`config.mk`:
```
export PLATFORM = sky130hd
export DESIGN_NAME = dat_tracker
export DESIGN_NICKNAME = d
export VERILOG_FILES = /design/src/rtl/dat_pkg.sv /design/src/rtl/dat_ack_match.sv /design/src/rtl/dat_vec_store.sv /design/src/rtl/dat_tracker.sv
export SDC_FILE = /design/constraint.sdc
export NUM_CORES = 1
export LEC_CHECK = 0
export BUFFER_PORTS_ARGS = -buffer_cell sky130_fd_sc_hd__buf_4
export CAP_MARGIN = 20
export CORE_MARGIN = 5
export CORE_UTILIZATION = 60
export CTS_BUF_LIST = sky130_fd_sc_hd__clkbuf_4 sky130_fd_sc_hd__clkbuf_8 sky130_fd_sc_hd__clkbuf_16
export CTS_CLUSTER_SIZE = 40
export DETAILED_ROUTE_END_ITERATION = 8
export GPL_TIMING_DRIVEN = 0
export MAX_ROUTING_LAYER = met4
export PLACE_DENSITY = 0.88
export REMOVE_ABC_BUFFERS = 1
export SYNTH_ARGS = -nofsm -noshare
export SYNTH_HDL_FRONTEND = slang
export SYNTH_HIERARCHICAL = 1
export SYNTH_SLANG_ARGS = --single-unit
```
`constraint.sdc`:
```
create_clock -name clk -period 7.8 [get_ports clk]
set_input_delay 1.17 -clock clk [delete_from_list [all_inputs] [get_ports clk]]
set_output_delay 1.17 -clock clk [all_outputs]
set_load 0.03 [all_outputs]
```
`src/rtl/dat_pkg.sv`:
```
package dat_pkg;
    typedef enum logic [1:0] {
        ST_IDLE = 2'd0,
        ST_WIPE = 2'd1,
        ST_SCAN = 2'd2
    } trk_state_e;
endpackage

```
`src/rtl/dat_ack_match.sv`:
```
module dat_ack_match #(
    parameter int N  = 8,
    parameter int VW = 8,
    parameter int IW = 3
) (
    input  logic            ack_valid,
    input  logic [IW-1:0]   ack_dest,
    input  logic [VW-1:0]   ack_vector,
    input  logic [N-1:0]    map,
    input  logic [N*VW-1:0] vec_flat,
    output logic            hit
);
    logic in_range;

    generate
        if (N == (1 << IW)) begin : g_full
            assign in_range = 1'b1;
        end else begin : g_part
            assign in_range = ({1'b0, ack_dest} < (IW+1)'(N));
        end
    endgenerate

    always_comb begin
        hit = 1'b0;
        if (ack_valid && in_range && map[ack_dest])
            hit = (vec_flat[ack_dest*VW +: VW] == ack_vector);
    end
endmodule

```
`src/rtl/dat_vec_store.sv`:
```
module dat_vec_store #(
    parameter int N  = 8,
    parameter int VW = 8
) (
    input  logic            clk,
    input  logic            rst_n,
    input  logic [N-1:0]    wr_mask,
    input  logic [VW-1:0]   wr_data,
    output logic [N*VW-1:0] vec_flat
);
    generate
        for (genvar g = 0; g < N; g++) begin : g_slot
            logic [VW-1:0] slot_q;
            always_ff @(posedge clk) begin
                if (!rst_n)
                    slot_q <= '0;
                else if (wr_mask[g])
                    slot_q <= wr_data;
            end
            assign vec_flat[g*VW +: VW] = slot_q;
        end
    endgenerate
endmodule

```
`src/rtl/dat_tracker.sv`:
```
module dat_tracker #(
    parameter int N  = 8,
    parameter int VW = 8,
    parameter int IW = (N > 1) ? $clog2(N) : 1,
    parameter int CW = $clog2(N + 1)
) (
    input  logic          clk,
    input  logic          rst_n,
    input  logic          dlv_req,
    input  logic [N-1:0]  dlv_mask,
    input  logic [VW-1:0] dlv_vector,
    input  logic          ack_valid,
    input  logic [IW-1:0] ack_dest,
    input  logic [VW-1:0] ack_vector,
    input  logic          rebuild_req,
    input  logic [N-1:0]  rebuild_pending,
    input  logic [VW-1:0] rebuild_vector,
    output logic          coalesced,
    output logic          busy,
    output logic [CW-1:0] pend_count,
    output logic [N-1:0]  pend_map
);
    import dat_pkg::*;

    localparam logic [IW-1:0] LAST_IDX = IW'(N - 1);

    trk_state_e      st_q, st_d;
    logic [IW-1:0]   idx_q, idx_d;
    logic [N-1:0]    map_q, map_d, map_ack;
    logic [CW-1:0]   cnt_q, cnt_d, cnt_ack, mask_pop;
    logic [N-1:0]    wr_mask;
    logic [VW-1:0]   wr_data;
    logic [N*VW-1:0] vec_flat;
    logic            hit;

    dat_ack_match #(.N(N), .VW(VW), .IW(IW)) u_match (
        .ack_valid  (ack_valid),
        .ack_dest   (ack_dest),
        .ack_vector (ack_vector),
        .map        (map_q),
        .vec_flat   (vec_flat),
        .hit        (hit)
    );

    dat_vec_store #(.N(N), .VW(VW)) u_store (
        .clk      (clk),
        .rst_n    (rst_n),
        .wr_mask  (wr_mask),
        .wr_data  (wr_data),
        .vec_flat (vec_flat)
    );

    always_comb begin
        mask_pop = '0;
        for (int i = 0; i < N; i++)
            mask_pop = mask_pop + CW'(dlv_mask[i]);
    end

    always_comb begin
        map_ack = map_q;
        cnt_ack = cnt_q;
        if (hit) begin
            map_ack[ack_dest] = 1'b0;
            cnt_ack = cnt_q - CW'(1);
        end
    end

    // state register
    always_ff @(posedge clk) begin
        if (!rst_n) begin
            st_q  <= ST_IDLE;
            idx_q <= '0;
            map_q <= '0;
            cnt_q <= '0;
        end else begin
            st_q  <= st_d;
            idx_q <= idx_d;
            map_q <= map_d;
            cnt_q <= cnt_d;
        end
    end

    // next-state and datapath
    always_comb begin
        st_d    = st_q;
        idx_d   = idx_q;
        map_d   = map_q;
        cnt_d   = cnt_q;
        wr_mask = '0;
        wr_data = dlv_vector;
        unique case (st_q)
            ST_IDLE: begin
                if (rebuild_req) begin
                    st_d = ST_WIPE;
                end else if (hit && cnt_q == '0) begin
                    st_d = ST_WIPE;
                end else begin
                    map_d = map_ack;
                    cnt_d = cnt_ack;
                    if (dlv_req && cnt_ack == '0) begin
                        map_d   = dlv_mask;
                        cnt_d   = mask_pop;
                        wr_mask = dlv_mask;
                    end
                end
            end
            ST_WIPE: begin
                map_d = '0;
                cnt_d = '0;
                idx_d = '0;
                st_d  = ST_SCAN;
            end
            ST_SCAN: begin
                wr_data = rebuild_vector;
                if (rebuild_pending[idx_q]) begin
                    map_d[idx_q]   = 1'b1;
                    cnt_d          = cnt_q + CW'(1);
                    wr_mask[idx_q] = 1'b1;
                end
                if (idx_q == LAST_IDX)
                    st_d = ST_IDLE;
                else
                    idx_d = idx_q + IW'(1);
            end
            default: st_d = ST_IDLE;
        endcase
    end

    // outputs
    always_comb begin
        busy       = (st_q != ST_IDLE);
        coalesced  = busy || rebuild_req || (cnt_ack != '0);
        pend_count = cnt_q;
        pend_map   = map_q;
    end
endmodule

```
==> flow_summary.ini, run 1 <==
[status]
outcome = finished, final reports clean

[die]
dieArea_um2 = 10340
num_rows = 33
ios = 62
die_w_um = 101.7
initial_utilization_pct = 61.37
die_y_um = 101.7
coreArea_um2 = 8217

[clock_tree]
cts_buffer_depth = 2
cts_made_buffers = 9
h-tree-depth = 3
cts_sinks = 81
post-cts-setup-buffer-count = 0
cts-root-buf = clkbuf_8
cts_tree = built
ctsHoldBuffers = 0
clk_latency_ns = 0.36
clk_pin_slew_ns = 0.09
cts_resized = 0

[timing]
drv_slew = 0
setup_ws_ns = 2.539
grt_setup_unrepaired = no
layout_worst_path_cycle_share_pct = 67.45
relSlewSlack_pct = 36.08
fin_crit_ns = 5.261
tightest_slew_ns = 0.9589
fmax_mhz = 190.1
tns_ns = 0
setup_viol = 0
skew_ns = 0.01402
hold_viol_final = 0

[yosys]
synth_cells = 508
synth_most_common_cell = dfxtp_1
seq_area_frac_synth_pct = 32.16
yosysTopAreaCellShare_pct = 32.16
ys_types = 52
synth-async-reset-ratio_pct = 0
synth_commonest_cells = 81 x dfxtp_1, 76 x mux2i_1, 66 x nor2b_1
synth_flop_cell = dfxtp_1
yosys.area.top_type = dfxtp_1
ys_warn_count = 6
syn_area_per_cell_um2 = 9.926
synth_area_leaders = dfxtp_1 32%, mux2i_1 15%, nor2b_1 8.2%
synth_edf_count = 0
ys_ff_latch = 81
syn_area_um2 = 5042

[critical_path]
rr_endpoint = u_store/g_slot[1].slot_q[7]
critical_path_arrival_ns = 5.49
worstSetupStartpointType = input pin
path_max_fanout = 21
crit_type = in -> reg
crit_path_end_kind = flop
r2r_slack_ns = 3.45
crit_chain = buf_4 -> mux4_1 -> mux2i_1 -> xor2_1 -> nand4_1 -> nor4_2 -> clkbuf_4 -> nor4b_4 -> xor2_1 -> nor4_1 -> clkbuf_2 -> nand2_1 -> o21ai_1 -> buf_6 -> mux2i_1 -> nor2b_1
r2r-start = u_store/g_slot[3].slot_q[0]
cpPeakStageDelay_ns = 0.61
slowest_stage = mux4_1
r2r.worst_path.cells = 15
worstPathRequired_ns = 8.03

[global_route]
track_usage_pct = 26.64
grt_antenna_before_repair = 0
grt_max_degree = 70
overflow = 0
grt_pass1_wl_um = 20620
grt_pass1_vias = 4133

[layout]
drive_gt1_share_pct = 19.71
diodes = 0
final_nets = 612
area_growth_pct = 12.48
fin_cells = 658

[route]
ant_nets = 0
drc = 0
firstDrtPassIters = 5
viasPerCell = 6.260
drt_iter0_drc = 342
num_vias = 4119
wl_um = 12710
wl_per_cell_um = 19.31

[placed_design]
dp_slack_ns = 1.389
port_buffers = 61
place_congestion = 0.9436
placed_cells = 639
hpwl_um = 8610

[power]
leakagePower_nw = 2.128
peakVddDrop_uv = 173.3
power_density_nw_per_um2 = 193.6

[min_path]
min_from = pend_map[7]
hp-class = reg -> reg
hold_depth = 2
hold_end = pend_map[7]

[flow_run]
timing.max_cap.violations = 0
-- layout make-up --
cell class / instances / area, um2
flip-flops and latches: 81 / 1622
clock buffers: 11 / 145.1
inverters: 33 / 123.9
clock inverters: 5 / 86.33
fillers: 607 / 2545
repair buffers: 72 / 560.5
well taps: 105 / 131.4
multi-input cells: 351 / 3003
-- worst max-delay path: cells and delay by family --
| kind | cells | cell delay, ns |
|---|---|---|
| buffers and inverters | 4 | 1.07 |
| multiplexers | 3 | 1.11 |
| XOR/XNOR | 2 | 0.50 |
| AO/OA/AOI/OAI | 1 | 0.34 |
| AND/OR/NAND/NOR | 6 | 1.27 |
-- sequential cells by signal, summed over array words and instances, names as in the netlist --
| register | flops |
|---|---|
| pend_map | 8 |
| u_store/g_slot.slot_q | 64 |
| st_q | 2 |
| idx_q | 3 |
| pend_count | 4 |
-- cells in the final DEF (no fill, tap or decap), types with 3 or more instances in the layout --
master,Yosys,routed
fa_1,4,4
buf_4,1,64
xnor2_1,5,5
a221oi_1,8,8
mux4_2,6,6
nand3_1,5,5
dfxtp_1,81,81
buf_6,12,6
mux2_2,9,9
nor2b_1,66,66
o21ai_1,0,8
nand2b_1,4,4
ha_1,12,12
mux2i_1,76,76
clkbuf_8,0,10
a311oi_1,4,4
nand2_1,25,25
nand4_1,3,3
nor4_1,10,10
o311ai_0,12,12
a21boi_0,3,3
xor2_1,7,7
a21oi_1,11,11
a31oi_1,5,5
inv_1,32,32
mux4_1,12,12
nor2_1,26,26
-- report_power, final --
group          leakage (nW)  switching (mW)  internal [mW]
sequential            0.656          0.0221          0.436
combinational          1.35           0.166          0.122
clock                 0.118           0.157          0.195
-- worst max-delay path by stage --
stage | slack (ns) | end | from
final | 2.54 | u_store/g_slot[1].slot_q[7] | ack_dest[1]
after global routing | 2.40 | u_store/g_slot[1].slot_q[7] | ack_dest[1]
after CTS | 1.66 | u_store/g_slot[1].slot_q[7] | ack_dest[1]
after detailed placement | 1.39 | u_store/g_slot[5].slot_q[6] | ack_dest[1]
after global placement | 1.25 | u_store/g_slot[7].slot_q[3] | ack_dest[1]
after floorplan | 2.75 | coalesced | ack_dest[1]
-- through the flow --
step           cell area (um2)  util [%]  hold slack (ns)  power (mW)
4_1_cts                   5652     68.78           0.5129       1.095
5_1_grt                   5672     69.03           0.5307       1.149
6_report                  5672     69.03           0.5073       1.098
2_1_floorplan             4748         -           0.4692      0.6457
3_5_place_dp              5420     65.97           0.4968      0.7463
3_3_place_gp              5338     64.96           0.4790      0.7318
-- per-layer routing --
metal / GRT usage [%] / vias to the layer above / wire (um)
li1: - / 1902 / -
met1: 31.82 / 1977 / 5143
met2: 42.61 / 183 / 6152
met3: 5.992 / 57 / 870
met4: 12.58 / 0 / 539
met5: - / - / 0
-- logic make-up after synthesis --
family                   after synthesis  synth area share [%]
flip-flops                            81                 32.16
AND/OR/NAND/NOR                      147                 16.23
multiplexers                         103                 26.03
adder cells (fa/ha/maj)               16                 4.566
XOR/XNOR                              12                 2.084
buffers and inverters                 76                 8.288
AO/OA/AOI/OAI                         73                 10.65
No activity file was read; power rests on OpenSTA's default activity.
==> inputs of run 2 (changes only) <==
Settings changed: CORE_UTILIZATION 60 to 59, PLACE_DENSITY 0.88 to 0.87.
Clock period 7.8 ns to 5.3 ns, I/O delays scaled along.
==> run 2 against run 1 <==
Clock skew about the same. Worst setup slack got worse by 2.2 ns. First-iteration DRC count is 39% lower. Routed wire length decreased by 4.6%. Largest cell class unchanged. Critical endpoint is now u_store/g_slot[1].slot_q[4].
==> flow_summary.ini, run 2 (same netlist as run 1, synthesis figures left out) <==
[status]
outcome = finished, final reports clean

[die]
initial_utilization_pct = 61.06
ios = 62
num_rows = 33
dieArea_um2 = 10500
die_w_um = 102.4
coreArea_um2 = 8258
die_y_um = 102.4

[placed_design]
hpwl_um = 8667
placed_cells = 639
place_congestion = 0.9756
port_buffers = 61
place_area_um2 = 5424

[route]
viasPerCell = 6.047
firstDrtPassIters = 5
ant_nets = 0
drc = 0
num_vias = 3967
wl_per_cell_um = 18.48
wl_um = 12130
drt_iter0_drc = 210

[timing]
fin_crit_ns = 4.990
holdWs_ns = 0.5124
setup_viol = 0
tightest_slew_ns = 1.004
hold_viol_final = 0
grt_setup_unrepaired = no
fmax_mhz = 200.4
relSlewSlack_pct = 32.19
drv_slew = 0
layout_worst_path_cycle_share_pct = 94.16
skew_ns = 0.01438
tns_ns = 0

[clock_tree]
cts_made_buffers = 9
cts_tree = built
ctsHoldBuffers = 0
h-tree-depth = 3
cts_buffer_depth = 2
clk_latency_ns = 0.36
post-cts-setup-buffer-count = 0
clk_pin_slew_ns = 0.09
cts_sinks = 81
cts-root-buf = clkbuf_8

[critical_path]
cp_top_family = simple AND/OR/NAND/NOR gates
slowest_stage = nor4_4
worstSetupStartpointType = input pin
worstPathRequired_ns = 5.55
crit_path_end_kind = flop
critical_path_arrival_ns = 5.24
path_max_fanout = 21
cpPeakStageDelay_ns = 0.67
crit_type = in -> reg
worst-path-buf-inv = 2
crit_chain = buf_4 -> mux4_1 -> mux2i_1 -> xor2_1 -> nand4_1 -> nor4_4 -> a41oi_1 -> nor4_4 -> nand2_1 -> o21ai_1 -> buf_6 -> mux2i_1 -> nor2b_1

[layout]
area_growth_pct = 12.33
regArea_um2 = 1622
max_flop_register = u_store/g_slot.slot_q
final_nets = 610
largest_register_ffs = 64
mostFrequentLayoutCells = 81 x dfxtp_1, 76 x mux2i_1, 66 x nor2b_1
multi_input_area_um2 = 3027
fin_cells = 656
postLayoutCellArea_um2 = 5664
diodes = 0
drive_gt1_share_pct = 19.60
mostFrequentLayoutCell = dfxtp_1
nFillCells = 635

[min_path]
hp-class = reg -> reg

[global_route]
overflow = 0
track_usage_pct = 24.67
grt_max_degree = 70
grt_pass1_vias = 3855
grt_antenna_before_repair = 0
grt_pass1_wl_um = 19380

[power]
power_mw = 1.570
peakVddDrop_uv = 204.4
power_density_nw_per_um2 = 277.2
leakagePower_nw = 2.108

[flow_run]
timing.max_cap.violations = 0
run 2: cell types whose count changed in the layout (fill, tap and decap cells not counted), sizes merged:
cell	change
clkinvlp	+2
bufinv	-1
clkinv	-1
inv	+2
clkbuf	-4
run 2: layout make-up:
cell class                 instances  share of cell area, %
inverter                          33                  2.187
multi-input combinational        351                  53.43
clock buffer                       9                  2.187
timing repair buffer              70                  9.742
clock inverter                     7                  1.502
tap                              105                  2.319
sequential                        81                  28.63
run 2: power breakdown:
group / switching, mW / internal, mW / leakage, nW
combinational: 0.242 / 0.180 / 1.35
sequential: 0.0311 / 0.642 / 0.656
clock: 0.248 / 0.226 / 0.0999
run 2: path summary, 6_finish.rpt:
path / to / slack [ns] / from / cells after the start
setup / recovery: u_store/g_slot[1].slot_q[4] / 0.31 / ack_dest[1] / 13
hold / removal: st_q[1] / 0.51 / st_q[1] / 2
setup reg to reg: u_store/g_slot[1].slot_q[4] / 0.85 / u_store/g_slot[3].slot_q[4] / 12
hold reg to reg: st_q[1] / 0.51 / st_q[1] / 2
run 2: metrics by stage:
stage               util [%]  setup slack, ns
global placement       64.64          -0.8792
CTS                    68.39           0.2183
detailed placement     65.68          -0.7646
global route           68.59          0.08488
finish                 68.59           0.3096
floorplan                  -           0.6695
run 2: metal layers:
metal	routed length (um)	track usage [%]
met2	5758	38.48
met1	5078	32.14
met5	0	-
met3	1144	6.758
met4	143	5.449
run 2: worst reg2reg max path, cell delays in order (launching register included):
cell     delay, ns
dfxtp_1       0.32
mux4_1        0.52
mux2i_1       0.20
xor2_1        0.16
nand4_1       0.26
nor4_4        0.67
a41oi_1       0.61
nor4_4        0.59
nand2_1       0.10
o21ai_1       0.37
buf_6         0.23
mux2i_1       0.23
nor2b_1       0.07
run 2: timing repair:
| item | CTS | global route |
|---|---|---|
| setup endpoints to repair | 65 | 15 |
| gates resized for setup | 2 | 1 |
| endpoints found under the hold margin | 0 | 0 |
| pin swaps | 0 | 0 |
==> inputs of run 3 (changes only) <==
Settings changed: CORE_UTILIZATION 59 to 58, PLACE_DENSITY 0.87 to 0.86, SYNTH_HIERARCHICAL 1 to not set.
==> run 3 against run 2 <==
Hold slack lost 0.053 ns. Synthesized cell count is 1.6% lower. Clock skew rose by 0.00088 ns. Synthesized area shrank 6.2%. Clock-buffer cell count is 1 higher. Largest power group unchanged. Highest routed layer unchanged.
==> flow_summary.ini, run 3 <==
[power]
p_switching_mw = 0.5266
sw_frac_of_total_pct = 33.16
power_density_nw_per_um2 = 296.0
pwr-share-seq_pct = 42.9
power.internal_mw = 1.061
leakagePower_nw = 2.071
clkPwrFrac_pct = 30.0
peakVddDrop_uv = 168.7
combPwrFrac_pct = 27.0

[layout]
post-route-util_pct = 66.28
final_nets = 607
area_growth_pct = 13.44
largest_register_ffs = 64
diodes = 0
drive_gt1_share_pct = 20.26
mostFrequentLayoutCells = 90 x mux2i_1, 89 x nand2_1, 81 x dfxtp_1
mostFrequentLayoutCell = mux2i_1
nFillCells = 668
max_flop_register = u_store.g_slot.slot_q

[timing]
fmax_mhz = 225.7
tightest_slew_ns = 0.9411
setup_viol = 0
layout_worst_path_cycle_share_pct = 83.58
drv_slew = 0
skew_ns = 0.01526
fin_crit_ns = 4.430
holdWs_ns = 0.4596
hold_viol_final = 0
grt_setup_unrepaired = no
relSlewSlack_pct = 36.43
tns_ns = 0

[clock_tree]
post-cts-setup-buffer-count = 0
cts_sinks = 81
clk_latency_ns = 0.36
cts_tree = built
h-tree-depth = 3
cts-root-buf = clkbuf_8
cts_resized = 0
cts_buffer_depth = 2
clk_pin_slew_ns = 0.08
cts_made_buffers = 9
ctsHoldBuffers = 0

[yosys]
synth_commonest_cells = 90 x mux2i_1, 89 x nand2_1, 81 x dfxtp_1
yosysTopAreaCellShare_pct = 34.29
syn_area_um2 = 4728
ys_warn_count = 0
syn_area_per_cell_um2 = 9.457
synth_area_leaders = dfxtp_1 34%, mux2i_1 19%, nand2_1 7.1%
ys_types = 59
ys_ff_latch = 81
yosys.area.top_type = dfxtp_1
seq_area_frac_synth_pct = 34.29
synth_cells = 500
synth_flop_cell = dfxtp_1
synth_most_common_cell = mux2i_1
synth-async-reset-ratio_pct = 0
synth_edf_count = 0

[placed_design]
place_congestion = 0.9332
port_buffers = 61
hpwl_um = 8448

[global_route]
grt_antenna_before_repair = 0
grt_max_degree = 83
grt_pass1_wl_um = 19640
overflow = 0
track_usage_pct = 25.24
grt_pass1_vias = 4024

[critical_path]
crit_chain = buf_4 -> nor2b_1 -> a22oi_1 -> a21oi_1 -> o21ai_0 -> nor4b_4 -> and2_4 -> mux2_2 -> nand3_1 -> buf_4
slowest_stage = nor4b_4
cp_top_family = simple AND/OR/NAND/NOR gates
crit_type = in -> out
r2r-start = u_store.g_slot[6].slot_q[7]
cpPeakStageDelay_ns = 0.57
worst-path-buf-inv = 2
critical_path_arrival_ns = 3.63
r2r_slack_ns = 1.89
worstPathRequired_ns = 4.51
worstSetupStartpointType = input pin
crit_path_end_kind = primary output
rr_endpoint = u_store.g_slot[0].slot_q[3]
r2r.worst_path.cells = 9
critPathMostFrequentCell = buf_4
path_max_fanout = 29

[route]
wl_um = 12090
viasPerCell = 6.149
drc = 0
num_vias = 4015
firstDrtPassIters = 5
drt_iter0_drc = 405
ant_nets = 0
wl_per_cell_um = 18.51

[min_path]
min_from = u_store.g_slot[7].slot_q[6]
hp-class = reg -> reg
hold_end = u_store.g_slot[7].slot_q[6]
hold_depth = 2

[status]
outcome = finished, final reports clean

[die]
die_y_um = 100.3
dieArea_um2 = 10060
num_rows = 33
die_w_um = 100.3
coreArea_um2 = 8093
initial_utilization_pct = 58.43
ios = 62

[flow_run]
timing.max_cap.violations = 0
==> run 3: changes by cell type after synthesis, sizes merged, moves of 7 or more <==
cell,previous run,this run
nand2,25,89
nor2b,66,8
mux2i,76,90
inv,32,19
mux4,18,6
nor2,26,14
o311ai,12,0
nor4,11,0
clkbuf,19,11
nand3,5,13
mux2,9,16
o22ai,2,9
==> run 3: logic make-up after synthesis <==
| family | Yosys count | share of synthesized area [%] |
|---|---|---|
| simple gates | 146 | 14.40 |
| buf+inv | 49 | 5.080 |
| flops | 81 | 34.29 |
| mux | 112 | 25.88 |
| xor+xnor | 8 | 1.482 |
| fa+ha+maj | 16 | 4.869 |
| compound gates | 88 | 14.00 |
==> run 3: per-layer routing <==
layer / track usage, % / vias to the layer above / routed length (um)
met3: 4.587 / 30 / 861
met2: 41.34 / 161 / 5918
met1: 31.20 / 1938 / 4998
met5: - / - / 0
met4: 9.119 / 0 / 307
li1: - / 1886 / -
==> run 3: cell type report <==
cell class                 instances  area (um2)  share of cell area [%]
multi-input combinational        370        2867                   53.44
sequential                        81        1622                   30.23
timing repair buffer              61       457.9                   8.537
clock buffer                      10       137.6                   2.566
tap                              105       131.4                   2.449
inverter                          20       75.07                   1.400
clock inverter                     6       73.82                   1.376
==> run 3: worst max path at each step <==
| stage | startpoint | to | slack [ns] | cells past startpoint |
|---|---|---|---|---|
| after floorplan | ack_dest[2] | coalesced | 1.67 | 8 |
| after global placement | ack_dest[0] | coalesced | 0.95 | 10 |
| after detailed placement | ack_dest[0] | pend_map[2] | 0.85 | 10 |
| after CTS | ack_dest[0] | coalesced | 0.91 | 10 |
| after global routing | ack_dest[0] | coalesced | 0.71 | 10 |
| final | ack_dest[0] | coalesced | 0.87 | 10 |
==> run 3: tightest hold or removal path, stage by stage (launching register included) <==
cell and delay [ns]:
dfxtp_1 0.32, nand2_1 0.05, mux2i_1 0.05
==> run 3: stage by stage <==
stage / worst slack [ns] / power (mW) / area [um2] / instances
final: 0.8702 / 1.588 / 5364 / 653
after global placement: 0.9490 / 1.101 / 5152 / 637
after CTS: 0.9135 / 1.591 / 5364 / 653
after detailed placement: 0.8482 / 1.117 / 5152 / 637
after global routing: 0.7132 / 1.655 / 5364 / 653
after floorplan: 1.674 / 0.9695 / 4563 / 471
==> run 3: power by group through the flow <==
stage,clock network [mW],registers (mW),logic (mW)
floorplan,0,0.707,0.262
global placement,0,0.690,0.410
detailed placement,0,0.694,0.423
CTS,0.485,0.680,0.426
global route,0.507,0.687,0.462
finish,0.477,0.682,0.429
